--- src/rtl/boot_seq_pkg.sv ---
// Package: types shared by the power-up boot sequencer.
// Assumes nothing beyond IEEE 1800-2017.
package boot_seq_pkg;

    // Sequencer phases, in the order they are walked after reset release.
    typedef enum logic [2:0] {
        BS_RESET  = 3'd0,
        BS_LOAD   = 3'd1,
        BS_SETTLE = 3'd2,
        BS_HOLD   = 3'd3,
        BS_RUN    = 3'd4
    } boot_state_e;

endpackage

--- src/rtl/boot_cycle_ctr.sv ---
// Module: saturating cycle counter with synchronous clear.
// Counts one per clock up to MAX and stays there. Assumes rst_n is
// synchronous and active low, and clr takes priority over counting.
module boot_cycle_ctr #(
    parameter int MAX = 16,
    parameter int CW  = $clog2(MAX + 1)
) (
    input  logic          clk,
    input  logic          rst_n,
    input  logic          clr,
    output logic [CW-1:0] cnt
);

    localparam logic [CW-1:0] LIMIT = CW'(MAX);

    // Count up, clear on reset or request, saturate at LIMIT.
    always_ff @(posedge clk) begin
        if (!rst_n || clr) begin
            cnt <= '0;
        end else if (cnt < LIMIT) begin
            cnt <= cnt + 1'b1;
        end
    end

endmodule

--- src/rtl/boot_trim_loader.sv ---
// Module: trim word fetcher.
// While active, it requests words from one memory bank one address at a
// time. Each word acknowledged by mem_ready goes into the next trim slot.
// Assumes the memory returns data in the cycle it raises ready, and rst_n
// is synchronous, active low.
module boot_trim_loader #(
    parameter int NUM_TRIM = 8,
    parameter int TRIM_W   = 16,
    parameter int BANK_W   = 4,
    parameter int BANK_ID  = 6,
    parameter int ADDR_W   = BANK_W + $clog2(NUM_TRIM)
) (
    input  logic                       clk,
    input  logic                       rst_n,
    input  logic                       active,
    input  logic                       mem_ready,
    input  logic [TRIM_W-1:0]          mem_rdata,
    output logic                       mem_rd,
    output logic [ADDR_W-1:0]          mem_addr,
    output logic [NUM_TRIM*TRIM_W-1:0] trim_bus,
    output logic                       done
);

    localparam int IDX_W = ADDR_W - BANK_W;
    localparam int CW    = $clog2(NUM_TRIM + 1);
    localparam logic [CW-1:0]     LAST_CNT = CW'(NUM_TRIM);
    localparam logic [BANK_W-1:0] BANK_SEL = BANK_W'(BANK_ID);

    logic [CW-1:0] idx_q;
    logic          take;

    // Request and address come from the registered index and phase.
    always_comb begin
        done     = (idx_q == LAST_CNT);
        mem_rd   = active && !done;
        mem_addr = {BANK_SEL, idx_q[IDX_W-1:0]};
        take     = mem_rd && mem_ready;
    end

    // Word index: cleared by reset, advanced on every accepted read.
    always_ff @(posedge clk) begin
        if (!rst_n) begin
            idx_q <= '0;
        end else if (take) begin
            idx_q <= idx_q + 1'b1;
        end
    end

    // One capture register per trim slot.
    for (genvar i = 0; i < NUM_TRIM; i++) begin : g_slot
        logic [TRIM_W-1:0] word_q;

        // Capture the read data when this slot's index is accepted.
        always_ff @(posedge clk) begin
            if (!rst_n) begin
                word_q <= '0;
            end else if (take && (idx_q == CW'(i))) begin
                word_q <= mem_rdata;
            end
        end

        assign trim_bus[i*TRIM_W +: TRIM_W] = word_q;
    end

endmodule

--- src/rtl/boot_ctrl.sv ---
// Module: boot phase controller.
// Walks reset, load, settle, hold and run. The phase counter times load
// and settle; the elapsed counter times the processor hold. The trim-valid
// and processor reset outputs are registers decoded from the next state.
// Assumes the phase counter clears on every edge where the state changes,
// and the elapsed counter counts edges since reset release.
module boot_ctrl
    import boot_seq_pkg::*;
#(
    parameter int LOAD_CYC = 320,
    parameter int WAIT_CYC = 480,
    parameter int HOLD_CYC = 1200,
    parameter int PH_W     = 9,
    parameter int EL_W     = 11
) (
    input  logic            clk,
    input  logic            por_n,
    input  logic [PH_W-1:0] ph,
    input  logic [EL_W-1:0] el,
    input  logic            load_done,
    output boot_state_e     state,
    output logic            phase_clr,
    output logic            trim_valid,
    output logic            cpu_rst_n
);

    // Load spans edges 1..LOAD_CYC: the phase counter reads 0 after edge 1.
    localparam logic [PH_W-1:0] LOAD_LAST   = PH_W'(LOAD_CYC - 2);
    localparam logic [PH_W-1:0] SETTLE_LAST = PH_W'(WAIT_CYC - 1);
    localparam logic [EL_W-1:0] HOLD_LAST   = EL_W'(HOLD_CYC - 1);

    boot_state_e nxt;

    // Next-phase decision from registered state and counters.
    always_comb begin
        nxt = state;
        case (state)
            BS_RESET:  nxt = BS_LOAD;
            BS_LOAD:   if (load_done && (ph >= LOAD_LAST)) nxt = BS_SETTLE;
            BS_SETTLE: if (ph >= SETTLE_LAST) begin
                           nxt = (el >= HOLD_LAST) ? BS_RUN : BS_HOLD;
                       end
            BS_HOLD:   if (el >= HOLD_LAST) nxt = BS_RUN;
            BS_RUN:    nxt = BS_RUN;
            default:   nxt = BS_RESET;
        endcase
        phase_clr = (nxt != state);
    end

    // State and glitch-free outputs; reset release restarts everything.
    always_ff @(posedge clk) begin
        if (!por_n) begin
            state      <= BS_RESET;
            trim_valid <= 1'b0;
            cpu_rst_n  <= 1'b0;
        end else begin
            state      <= nxt;
            trim_valid <= (nxt == BS_HOLD) || (nxt == BS_RUN);
            cpu_rst_n  <= (nxt == BS_RUN);
        end
    end

endmodule

--- src/rtl/pwrup_boot_seq.sv ---
// Module: power-up trim boot sequencer (top).
// After the power-on reset releases, it loads NUM_TRIM words from bank
// BANK_ID into the trim slots. It then settles, flags the trims valid and
// releases the processor no earlier than HOLD_CYC edges after release.
// Assumes por_n is synchronous to clk and LOAD_CYC >= 2, WAIT_CYC >= 1,
// NUM_TRIM >= 2.
module pwrup_boot_seq
    import boot_seq_pkg::*;
#(
    parameter int LOAD_CYC = 320,
    parameter int WAIT_CYC = 480,
    parameter int HOLD_CYC = 1200,
    parameter int NUM_TRIM = 8,
    parameter int TRIM_W   = 16,
    parameter int BANK_W   = 4,
    parameter int BANK_ID  = 6,
    parameter int ADDR_W   = BANK_W + $clog2(NUM_TRIM)
) (
    input  logic                       clk,
    input  logic                       por_n,
    output logic                       mem_rd,
    output logic [ADDR_W-1:0]          mem_addr,
    input  logic [TRIM_W-1:0]          mem_rdata,
    input  logic                       mem_ready,
    output logic [NUM_TRIM*TRIM_W-1:0] trim_bus,
    output logic                       trim_valid,
    output logic                       cpu_rst_n
);

    localparam int PH_MAX = (LOAD_CYC > WAIT_CYC) ? LOAD_CYC : WAIT_CYC;
    localparam int PH_W   = $clog2(PH_MAX + 1);
    localparam int EL_W   = $clog2(HOLD_CYC + 1);

    boot_state_e     state;
    logic            phase_clr;
    logic            load_done;
    logic [PH_W-1:0] ph;
    logic [EL_W-1:0] el;

    // Phase timer, restarted on every phase change.
    boot_cycle_ctr #(.MAX(PH_MAX), .CW(PH_W)) u_phase_ctr (
        .clk   (clk),
        .rst_n (por_n),
        .clr   (phase_clr),
        .cnt   (ph)
    );

    // Elapsed timer since reset release, for the processor hold.
    boot_cycle_ctr #(.MAX(HOLD_CYC), .CW(EL_W)) u_elapsed_ctr (
        .clk   (clk),
        .rst_n (por_n),
        .clr   (1'b0),
        .cnt   (el)
    );

    boot_trim_loader #(
        .NUM_TRIM (NUM_TRIM),
        .TRIM_W   (TRIM_W),
        .BANK_W   (BANK_W),
        .BANK_ID  (BANK_ID),
        .ADDR_W   (ADDR_W)
    ) u_loader (
        .clk       (clk),
        .rst_n     (por_n),
        .active    (state == BS_LOAD),
        .mem_ready (mem_ready),
        .mem_rdata (mem_rdata),
        .mem_rd    (mem_rd),
        .mem_addr  (mem_addr),
        .trim_bus  (trim_bus),
        .done      (load_done)
    );

    boot_ctrl #(
        .LOAD_CYC (LOAD_CYC),
        .WAIT_CYC (WAIT_CYC),
        .HOLD_CYC (HOLD_CYC),
        .PH_W     (PH_W),
        .EL_W     (EL_W)
    ) u_ctrl (
        .clk        (clk),
        .por_n      (por_n),
        .ph         (ph),
        .el         (el),
        .load_done  (load_done),
        .state      (state),
        .phase_clr  (phase_clr),
        .trim_valid (trim_valid),
        .cpu_rst_n  (cpu_rst_n)
    );

endmodule

--- config.mk ---
export PLATFORM = sky130hd
export DESIGN_NAME = pwrup_boot_seq
export DESIGN_NICKNAME = d
export VERILOG_FILES = /design/src/rtl/boot_seq_pkg.sv /design/src/rtl/boot_cycle_ctr.sv /design/src/rtl/boot_trim_loader.sv /design/src/rtl/boot_ctrl.sv /design/src/rtl/pwrup_boot_seq.sv
export SDC_FILE = /design/constraint.sdc
export NUM_CORES = 1
export LEC_CHECK = 0
export BUFFER_PORTS_ARGS = -buffer_cell sky130_fd_sc_hd__buf_4
export CAP_MARGIN = 15
export CORE_AREA = 2 2 116 118
export DETAILED_ROUTE_END_ITERATION = 10
export DIE_AREA = 0 0 118 120
export PLACE_DENSITY = 0.79
export SYNTH_ARGS = -nofsm -noshare
export SYNTH_HDL_FRONTEND = slang
export SYNTH_SLANG_ARGS = --single-unit
--- constraint.sdc ---
create_clock -name clk -period 1.95 [get_ports clk]
set_input_delay 0 -clock clk [delete_from_list [all_inputs] [get_ports clk]]
set_output_delay 0 -clock clk [all_outputs]
set_load 0.05 [all_outputs]
# Word level (Yosys, flattened, before mapping)
# Cells that the tools add are included.
# W data, S select, Z words.
[totals] register_bits=157 inputBits=19 out_inout_bits=138 word_cells=59
[op_classes] addsub=3 magnitude_cmp=5 n_eq_ne=15 n_mux=5 reduce_logical=17
[op_table] op="$ge A9 B9 Y1 const B" count=2
[op_table] op="$eq A4 B3 Y1 const B" count=4
[op_table] op="$pmux W3 S5" count=1
[op_table] op="$mux W3" count=4
[op_table] op="$add A11 B1 Y11 const B" count=1
[op_table] op="$ge A11 B11 Y1 const B" count=1
[op_table] op="$logic_and A1 B1 Y1" count=11
[op_table] op="$lt A11 B11 Y1 const B" count=1
[op_table] op="$add A9 B1 Y9 const B" count=1
[op_table] op="$eq A3 B2 Y1 const B" count=3
[op_table] op="$lt A9 B9 Y1 const B" count=1
[op_table] op="$eq A4 B2 Y1 const B" count=2
[op_table] op="$eq A3 B3 Y1 const B" count=2
[op_table] op="$add A4 B1 Y4 const B" count=1
[op_table] op="$eq A4 B1 Y1 const B" count=1
[op_table] op="$eq A4 B4 Y1 const B" count=1
[op_table] op="$logic_not A4 Y1" count=1
[op_table] op="$eq A3 B1 Y1 const B" count=1
[op_table] op="$logic_not A3 Y1" count=1
[op_table] op="$ne A3 B3 Y1" count=1
[op_table] op="$logic_not A1 Y1" count=2
[op_table] op="$logic_or A1 B1 Y1" count=2

# Longest topological paths before layout
# Gate-level depths: netlist of the first run.
[logic_depth] word_depth=6 depth_mapped=7 ltp_nobuf=6

# By module
# A second synthesis of the first run with hierarchy kept.
[hier_totals] cells_unflattened=628 hier_area_um2=6312.3
[by_module_without_submodules] mod="boot_trim_loader" n_inst=1 cells_per_inst=479 area_each_um2=5002.3 seq_area_each_um2=2642.5
[by_module_without_submodules] mod="boot_cycle_ctr (u_elapsed_ctr)" n_inst=1 cells_per_inst=64 area_each_um2=571.8 seq_area_each_um2=220.2
[by_module_without_submodules] mod="boot_cycle_ctr (u_phase_ctr)" n_inst=1 cells_per_inst=47 area_each_um2=427.9 seq_area_each_um2=180.2
[by_module_without_submodules] mod="boot_ctrl" n_inst=1 cells_per_inst=36 area_each_um2=294.0 seq_area_each_um2=100.1
[by_module_without_submodules] mod="pwrup_boot_seq" n_inst=1 cells_per_inst=2 area_each_um2=16.3 seq_area_each_um2=0.0

# Least setup slack after synthesis of the first run
# OpenSTA, ideal clock, no wires.
[synth_timing] kind="register to register" startpoint="reg u_phase_ctr.cnt[1]" endpoint="reg u_phase_ctr.cnt[5]" setup_time_ns=0.135 arrival_ns=1.502 required_ns=1.815 setup_slack_ns=0.313 path_stages_with_launch=6 n_path_buf=0 period_less_slack_ns=1.637 path_cell_list="dfxtp_1 -> ha_1 -> a211oi_1 -> o31a_1 -> a31oi_2 -> o22ai_1"
[synth_between] elab_chain_cells=6 word_cells_on_any_way=10 cone_classes="1 x add/sub; 3 x order compare; 1 x eq/ne; 3 x mux; 2 x reduce/logical"
[synth_rtl] item="start: declaration" line_no="boot_cycle_ctr.sv:11" source="output logic [CW-1:0] cnt"
[synth_rtl] item="start signal: assignment" line_no="boot_cycle_ctr.sv:21" source="cnt <= cnt + 1'b1;"
[synth_rtl] item="$ge A9 B9 Y1" line_no="boot_ctrl.sv:39" source="BS_LOAD: if (load_done && (ph >= LOAD_LAST)) nxt = BS_SETTLE;"
[synth_rtl] item="$logic_and A1 B1 Y1" line_no="boot_ctrl.sv:39"
[synth_rtl] item="$mux W3" line_no="boot_ctrl.sv:39"
[synth_rtl] item="$pmux W3 S5" line_no="boot_ctrl.sv:37" source="case (state)"
[synth_rtl] item="$ne A3 B3 Y1" line_no="boot_ctrl.sv:47" source="phase_clr = (nxt != state);"
[synth_rtl] item="$logic_or A1 B1 Y1" line_no="boot_cycle_ctr.sv:18" source="if (!rst_n || clr) begin"
# Several ways; a longest one is shown, not always the timed one.
# A chain may end at the register's enable or synchronous reset.

# Final worst setup path of the first run
[layout_timing] startpoint="reg u_phase_ctr.cnt[0]" endpoint="reg u_phase_ctr.cnt[5]"
# The elaborated chain is that of the path after synthesis.

==> summary.json, run 1 <==
{
  "synthesis": {
    "synth_enable_flop_cells": 0,
    "ys_warn_count": 0,
    "ys_seq_elements": 157,
    "count_of_unique_library_cells_instantiated_by_yosys": 54,
    "synth_area_um2": 6820,
    "postSynthAreaPerCell_um2": 10.7,
    "synth_seq_area_share": 0.461,
    "synth-async-reset-ratio": 0,
    "syn-instance-count": 638,
    "synth_top_flop_cell": "dfxtp_1"
  },
  "worst_setup_path": {
    "worst-path-max-fanout": 7,
    "required_ns": 2.29,
    "cp_cell_sequence": "inv_1, ha_1, or4_1, o2111ai_2, o311ai_0, o22ai_1",
    "start_kind": "flip-flop",
    "crit_type": "reg2reg",
    "worstSetupEndpointType": "flip-flop",
    "worst-endpoint-arrival_ns": 2.09,
    "critPathSlowestCell": "or4_1",
    "critPathMaxStageDelay_ns": 0.42
  },
  "die": {
    "coreArea_um2": 13000,
    "die_boundary_width_um": 118,
    "fp-row-count": 42,
    "initial_core_util": 0.525,
    "die_y_um": 120,
    "fp.dieArea_um2": 14200,
    "io_pins": 157
  },
  "grt": {
    "layer_with_the_highest_usage_after_global_routing": "met2",
    "gr-usage-met1": 0.283,
    "gr-usage-met3": 0.0746,
    "global_route.usage.met2": 0.405,
    "grt_pass1_wl_mm": 26.7,
    "globalRouteTotalUtil": 0.241,
    "grt_antenna_before_repair": 0,
    "aggregate_global_routing_overflow": 0,
    "first_global_vias": 5113,
    "pin_count_of_the_biggest_net_entering_global_routing": 55
  },
  "final_layout": {
    "drive_above_1_share": 0.279,
    "seq_area_um2": 3140,
    "final_cell_area_um2": 8800,
    "fin_util": 0.678,
    "growth_of_design_area_from_synthesis_to_finish_pct": 29.1,
    "layout.filler_cells": 1002,
    "antenna_fix_cells": 0,
    "multi_input_comb_area_um2": 3330,
    "final_net_count": 812
  },
  "place": {
    "hpwl_detailed_mm": 11.5,
    "gp_congestion": 0.785,
    "portBuffers": 152,
    "placed_area_um2": 8060
  },
  "clock_tree": {
    "cts-htree-levels": 4,
    "numClockSinks": 157,
    "tritoncts.num_buffers": 17,
    "root_buffer": "clkbuf_16",
    "worst_skew_pair.late_latency_ns": 0.43,
    "clock_tree.buffer_depth": 2,
    "tritoncts": "built",
    "clk_transition_reported_paths_ns": 0.06
  },
  "power": {
    "power.net_switching_mw": 1.67,
    "p_int_mw": 5.32,
    "cellLeakagePower_nw": 3.86,
    "clkPwrFrac": 0.454,
    "max_rail_drop_vdd_uv": 641,
    "power_frac_comb": 0.077,
    "seq_power_share": 0.469,
    "sw_frac": 0.238,
    "sum_of_internal_switching_and_leakage_power_mw": 6.99,
    "p_per_area_nw_per_um2": 794
  },
  "timing": {
    "report.final.setup_viol": 0,
    "rsz0062_at_grt": "false",
    "hold_viol_final": 0,
    "finalMaxSlewViolations": 0,
    "timing_worst_slew_pin_value_ns": 0.617,
    "fmax_mhz": 572,
    "final.min_clock_period_ns": 1.75,
    "worst_slew_margin_rel": 0.586,
    "layout_worst_path_cycle_share": 0.896,
    "timing.setup.tns_ns": 0,
    "clock_skew_ns": 0.0135
  },
  "route": {
    "drt-initial-drc-count": 201,
    "antenna_violating_nets_post_route": 0,
    "routed_wirelength_mm": 17.0,
    "detail_route.drc_violations": 0,
    "vias_per_cell": 5.21,
    "dr_total_vias": 5082,
    "detail_route.wl_per_cell_um": 17.4,
    "first_pass_iters": 5
  },
  "outcome": {
    "status": "finished, final reports clean"
  },
  "worst_hold_path": {
    "min-delay-path-class": "in2reg"
  },
  "run": {
    "max-cap-violations": 0
  }
}
## metal layers
layer,up-vias,part of all wire
li1,2465,-
met2,142,0.49
met5,-,0
met4,0,0.025
met1,2442,0.43
met3,33,0.054
## final timing paths
path	from	to	slack, ns	cells past startpoint
worst max-delay path	u_phase_ctr.cnt[0]$_SDFFE_PP0N_	u_phase_ctr.cnt[5]$_SDFFE_PP0N_	0.20	6
worst min-delay path	por_n	u_elapsed_ctr.cnt[10]$_SDFFE_PN0N_	0.05	3
worst max register to register	u_phase_ctr.cnt[0]$_SDFFE_PP0N_	u_phase_ctr.cnt[5]$_SDFFE_PP0N_	0.20	6
worst min register to register	u_elapsed_ctr.cnt[10]$_SDFFE_PN0N_	u_elapsed_ctr.cnt[10]$_SDFFE_PN0N_	0.49	2
## cells in the mapped netlist (3+ instances only)
cell | n | area, µm²
a21o_1 | 5 | 37.5
a31o_2 | 4 | 35.0
and2_1 | 17 | 106
and3_1 | 3 | 18.8
and4_1 | 3 | 26.3
buf_12 | 4 | 80.1
buf_2 | 3 | 15.0
buf_4 | 19 | 143
clkbuf_1 | 33 | 124
dfxtp_1 | 157 | 3140
ha_1 | 7 | 87.6
inv_1 | 7 | 26.3
mux2i_1 | 129 | 1290
nand2_1 | 10 | 37.5
nand3_1 | 6 | 30.0
nand4_1 | 7 | 43.8
nand4b_1 | 5 | 43.8
nor2_1 | 5 | 18.8
nor2b_1 | 129 | 807
nor4b_2 | 4 | 60.1
o211ai_1 | 5 | 37.5
o21ai_0 | 9 | 45.0
o22ai_1 | 9 | 56.3
o31ai_1 | 3 | 22.5
or2_2 | 3 | 18.8
xnor2_1 | 11 | 96.3
## state kept, by name, summed over array words and instances, names as in the netlist
name and count:
u_elapsed_ctr.cnt 11, u_loader.g_slot.word_q 128, u_ctrl.state 3, u_loader.idx_q 4
u_ctrl.trim_valid 1, u_ctrl.cpu_rst_n 1, u_phase_ctr.cnt 9
## power by group through the flow
stage	registers [mW]	logic, mW	clock network (mW)
detailed placement	3.34	0.510	0
global placement	3.34	0.502	0
global route	3.28	0.569	3.36
floorplan	3.44	0.275	0
CTS	3.28	0.538	3.22
finish	3.28	0.539	3.18
## through the flow
step           setup slack (ns)  instances  hold WS (ns)
6_report                  0.202        975        0.0457
3_5_place_dp              0.106        927         0.349
3_3_place_gp              0.164        927         0.343
4_1_cts                  0.0724        975        0.0313
2_1_floorplan             0.313        640         0.176
5_1_grt                 0.00515        975        0.0583
## critical path, delay by kind of cell (launching register included)
family | cells | cell delay, ns
DFF | 1 | 0.40
and+or+nand+nor | 1 | 0.42
AOI/OAI and AO/OA | 3 | 0.56
buffers and inverters | 1 | 0.09
adders and majority gates | 1 | 0.21
## logic make-up (layout without fill, tap and decap cells)
group | count (synthesis) | in the layout | synth area share
simple gates | 208 | 208 | 0.199
other cells | 2 | 4 | 0.00110
fa+ha+maj | 7 | 7 | 0.0128
xor+xnor | 11 | 11 | 0.0141
compound gates | 57 | 57 | 0.0642
buf+inv | 67 | 226 | 0.0585
flops | 157 | 157 | 0.461
mux | 129 | 129 | 0.189
## area by class of cell
| type | instances | share of cell area |
|---|---|---|
| Timing Repair Buffer | 187 | 0.171 |
| Inverter | 7 | 0.00299 |
| Clock inverter | 12 | 0.0128 |
| Clock buffer | 20 | 0.0530 |
| Sequential cell | 157 | 0.357 |
| Multi-Input combinational cell | 416 | 0.378 |
| Tap cell | 176 | 0.0250 |
## placed cells by master, fill, tap and decap left out, types with 5 or more instances in the layout
master         instances
buf_4                166
dfxtp_1              157
mux2i_1              129
nor2b_1              129
and2_1                17
clkbuf_16             17
dlygate4sd3_1         16
xnor2_1               11
nand2_1               10
o21ai_0                9
o22ai_1                9
inv_1                  7
nand4_1                7
ha_1                   7
nand3_1                6
nor2_1                 5
a21o_1                 5
o211ai_1               5
nand4b_1               5
buf_12                 5
## timing repair
item / 4_1_cts / 5_1_grt
endpoints found under the setup margin: 0 / 1
endpoints found under the hold margin: 128 / 0
gates resized for setup: 0 / 1
buffers inserted: 0 / 0
hold buffers: 16 / 0
(Power assumes the default switching activity.)
==> run 2: changes to the inputs <==
ABC_AREA = 1   (was not set)
CAP_MARGIN = not set   (was 15)
CORE_AREA = 2 2 110 112   (was 2 2 116 118)
DIE_AREA = 0 0 112 114   (was 0 0 118 120)
PLACE_DENSITY = 0.8   (was 0.79)
clock period = 2.2 ns   (was 1.95 ns; I/O delays follow)
==> run 2 against run 1 <==
Against the previous run: fmax decreased by 14%; global-route usage increased by 2.5 points; die area decreased by 9.8%.
==> summary.json, run 2 <==
{
  "die": {
    "io_pins": 157,
    "initial_core_util": 0.529,
    "fp-row-count": 40,
    "die_boundary_width_um": 112,
    "fp.dieArea_um2": 12800,
    "coreArea_um2": 11700,
    "die_y_um": 114
  },
  "final_layout": {
    "biggestRegsByFlops": "u_loader.g_slot.word_q: 128 flops, u_elapsed_ctr.cnt: 11 flops, u_phase_ctr.cnt: 9 flops",
    "largest_register_ffs": 128,
    "post_layout_nonfiller_instances": 1131,
    "layout_common_cells": "nor2_1 (288), buf_4 (161), dfxtp_1 (155)",
    "final_common_cell": "nor2_1",
    "antenna_fix_cells": 0,
    "max_flop_register": "u_loader.g_slot.word_q",
    "growth_of_design_area_from_synthesis_to_finish_pct": 31.6,
    "drive_above_1_share": 0.227,
    "final_net_count": 997
  },
  "route": {
    "wl_met3_mm": 1.55,
    "antenna_violating_nets_post_route": 0,
    "drt-initial-drc-count": 573,
    "routed_wirelength_mm": 17.0,
    "routed-wl-met2_mm": 7.94,
    "detail_route.drc_violations": 0,
    "routed.top_layer": "met4",
    "detail_route.wl_per_cell_um": 15.0,
    "vias_per_cell": 5.10,
    "first_pass_iters": 5,
    "route.layer.met1.wl_mm": 7.15,
    "dr_total_vias": 5766
  },
  "place": {
    "portBuffers": 152,
    "placed_insts": 1081,
    "hpwl_detailed_mm": 11.0,
    "gp_congestion": 0.848
  },
  "power": {
    "p_per_area_nw_per_um2": 809,
    "sum_of_internal_switching_and_leakage_power_mw": 6.59,
    "max_rail_drop_vdd_uv": 774,
    "cellLeakagePower_nw": 3.88
  },
  "timing": {
    "fmax_mhz": 490,
    "worst_slew_margin_rel": 0.580,
    "hold_viol_final": 0,
    "timing_worst_slew_pin_value_ns": 0.629,
    "clock_skew_ns": 0.00731,
    "finalMaxSlewViolations": 0,
    "report.final.setup_viol": 0,
    "layout_worst_path_cycle_share": 0.928,
    "final.min_clock_period_ns": 2.04
  },
  "worst_setup_path": {
    "worst-path-max-fanout": 16,
    "worst-endpoint-arrival_ns": 2.36,
    "ff2ff_path_depth": 12,
    "worstSetupEndpointType": "flip-flop",
    "required_ns": 2.52,
    "crit_type": "reg2reg",
    "start_kind": "flip-flop"
  },
  "clock_tree": {
    "numClockSinks": 157,
    "tritoncts.num_buffers": 17,
    "worst_skew_pair.late_latency_ns": 0.42,
    "tritoncts": "built",
    "clk_transition_reported_paths_ns": 0.06,
    "root_buffer": "clkbuf_16",
    "clock_tree.buffer_depth": 2,
    "cts-htree-levels": 4
  },
  "worst_hold_path": {
    "hold_path_depth": 3,
    "min-delay-path-class": "in2reg"
  },
  "synthesis": {
    "synth_seq_area_share": 0.508,
    "post_synth_main_area_contributors": "dfxtp_1 (51%), nor2_1 (17%), o21ai_0 (7.7%), o21ai_1 (4.0%), nand2_1 (3.4%)",
    "postSynthAreaPerCell_um2": 7.51,
    "synth_common_cells": "nor2_1 (288), dfxtp_1 (157), o21ai_0 (95)",
    "synth_area_um2": 6190,
    "ys_warn_count": 0,
    "syn-instance-count": 825,
    "share_of_the_synthesized_area_in_the_top_cell_type": 0.508,
    "count_of_unique_library_cells_instantiated_by_yosys": 30,
    "post-synth-top-count-cell": "nor2_1",
    "synth-async-reset-ratio": 0,
    "ys_seq_elements": 157,
    "synth_area_leader_cell": "dfxtp_1",
    "synth_top_flop_cell": "dfxtp_1",
    "synth_enable_flop_cells": 0
  },
  "grt": {
    "first_global_vias": 5252,
    "grt_pass1_wl_mm": 26.8,
    "aggregate_global_routing_overflow": 0,
    "pin_count_of_the_biggest_net_entering_global_routing": 144,
    "globalRouteTotalUtil": 0.266,
    "grt_antenna_before_repair": 0
  },
  "outcome": {
    "status": "finished, final reports clean"
  },
  "run": {
    "max-cap-violations": 0
  }
}
==> run 2: changes by cell type in the layout (fill, tap and decap cells not counted), sizes merged, moves of 8 or more <==
cell,previous run,this run
and2,17,0
nor2b,129,0
nand3,6,21
xnor2,11,1
a21oi,1,14
nand2,10,57
o21ai,10,145
nor3,2,10
inv,9,54
nor2,5,295
mux2i,129,0
o22ai,9,0
==> run 2: path summary, 6_finish.rpt <==
kind                                                     to  slack, ns                              start
setup reg to reg  u_loader.g_slot[3].word_q[7]$_SDFFE_PN0P_       0.16     u_loader.idx_q[0]$_SDFFE_PN0P_
setup / recovery  u_loader.g_slot[3].word_q[7]$_SDFFE_PN0P_       0.16     u_loader.idx_q[0]$_SDFFE_PN0P_
hold / removal               u_loader.idx_q[0]$_SDFFE_PN0P_       0.05                          mem_ready
hold reg to reg           u_elapsed_ctr.cnt[2]$_SDFFE_PN0N_       0.48  u_elapsed_ctr.cnt[2]$_SDFFE_PN0N_
==> run 2: cells by family after synthesis <==
logic type | share of synthesized area
compound gates | 0.131
xor+xnor | 0.00566
fa+ha+maj | 0.0141
buf+inv | 0.0810
flops | 0.508
other cells | 0.00121
simple gates | 0.260
==> run 2: layer usage <==
| layer | global-route usage | vias up |
|---|---|---|
| met5 | 0 | - |
| met4 | 0.0976 | 0 |
| met3 | 0.0930 | 30 |
| met2 | 0.423 | 210 |
| met1 | 0.338 | 2639 |
| li1 | - | 2887 |
==> run 2: timing repair <==
action                                  in CTS  in global routing
setup buffers                                0                  1
endpoints found under the hold margin      130                  0
endpoints found under the setup margin       0                 35
gates resized for setup                      0                  6
hold buffers                                17                  0
==> run 2: power by group <==
group	internal (mW)	leakage [nW]	total, mW	switching [mW]
combinational	0.159	2.30	0.550	0.391
clock	1.93	0.306	3.10	1.18
sequential	2.90	1.27	2.94	0.0378
total	4.98	3.88	6.59	1.60
==> run 2: final cells by class <==
type / instances / area [µm²]
clock buffers: 22 / 484
clock inverters: 10 / 151
fillers: 962 / 3560
inverters: 51 / 200
multi-input cells: 563 / 2550
flip-flops and latches: 157 / 3150
well taps: 147 / 184
repair buffers: 181 / 1430
==> run 2: per-stage QoR <==
stage               hold WS, ns  utilization  setup TNS (ns)  area [µm²]  setup WS, ns
floorplan                 0.289            -               0        6200         0.205
global placement          0.333        0.624               0        7310         0.250
detailed placement        0.337        0.624               0        7310         0.160
CTS                      0.0377        0.693               0        8120        0.0985
global route             0.0517        0.696         -0.0193        8150       -0.0111
finish                   0.0525        0.696               0        8150         0.159
==> run 2: critical path: stages, from the launching register on <==
cell and delay [ns]:
dfxtp_2 0.36, inv_1 0.10, ha_1 0.23, nand3_1 0.12, and3_4 0.20, nand2_4 0.14, inv_2 0.10, nand2_1 0.10
nor2_4 0.14, clkinvlp_4 0.12, buf_12 0.15, nor2_1 0.11, nor2_1 0.06
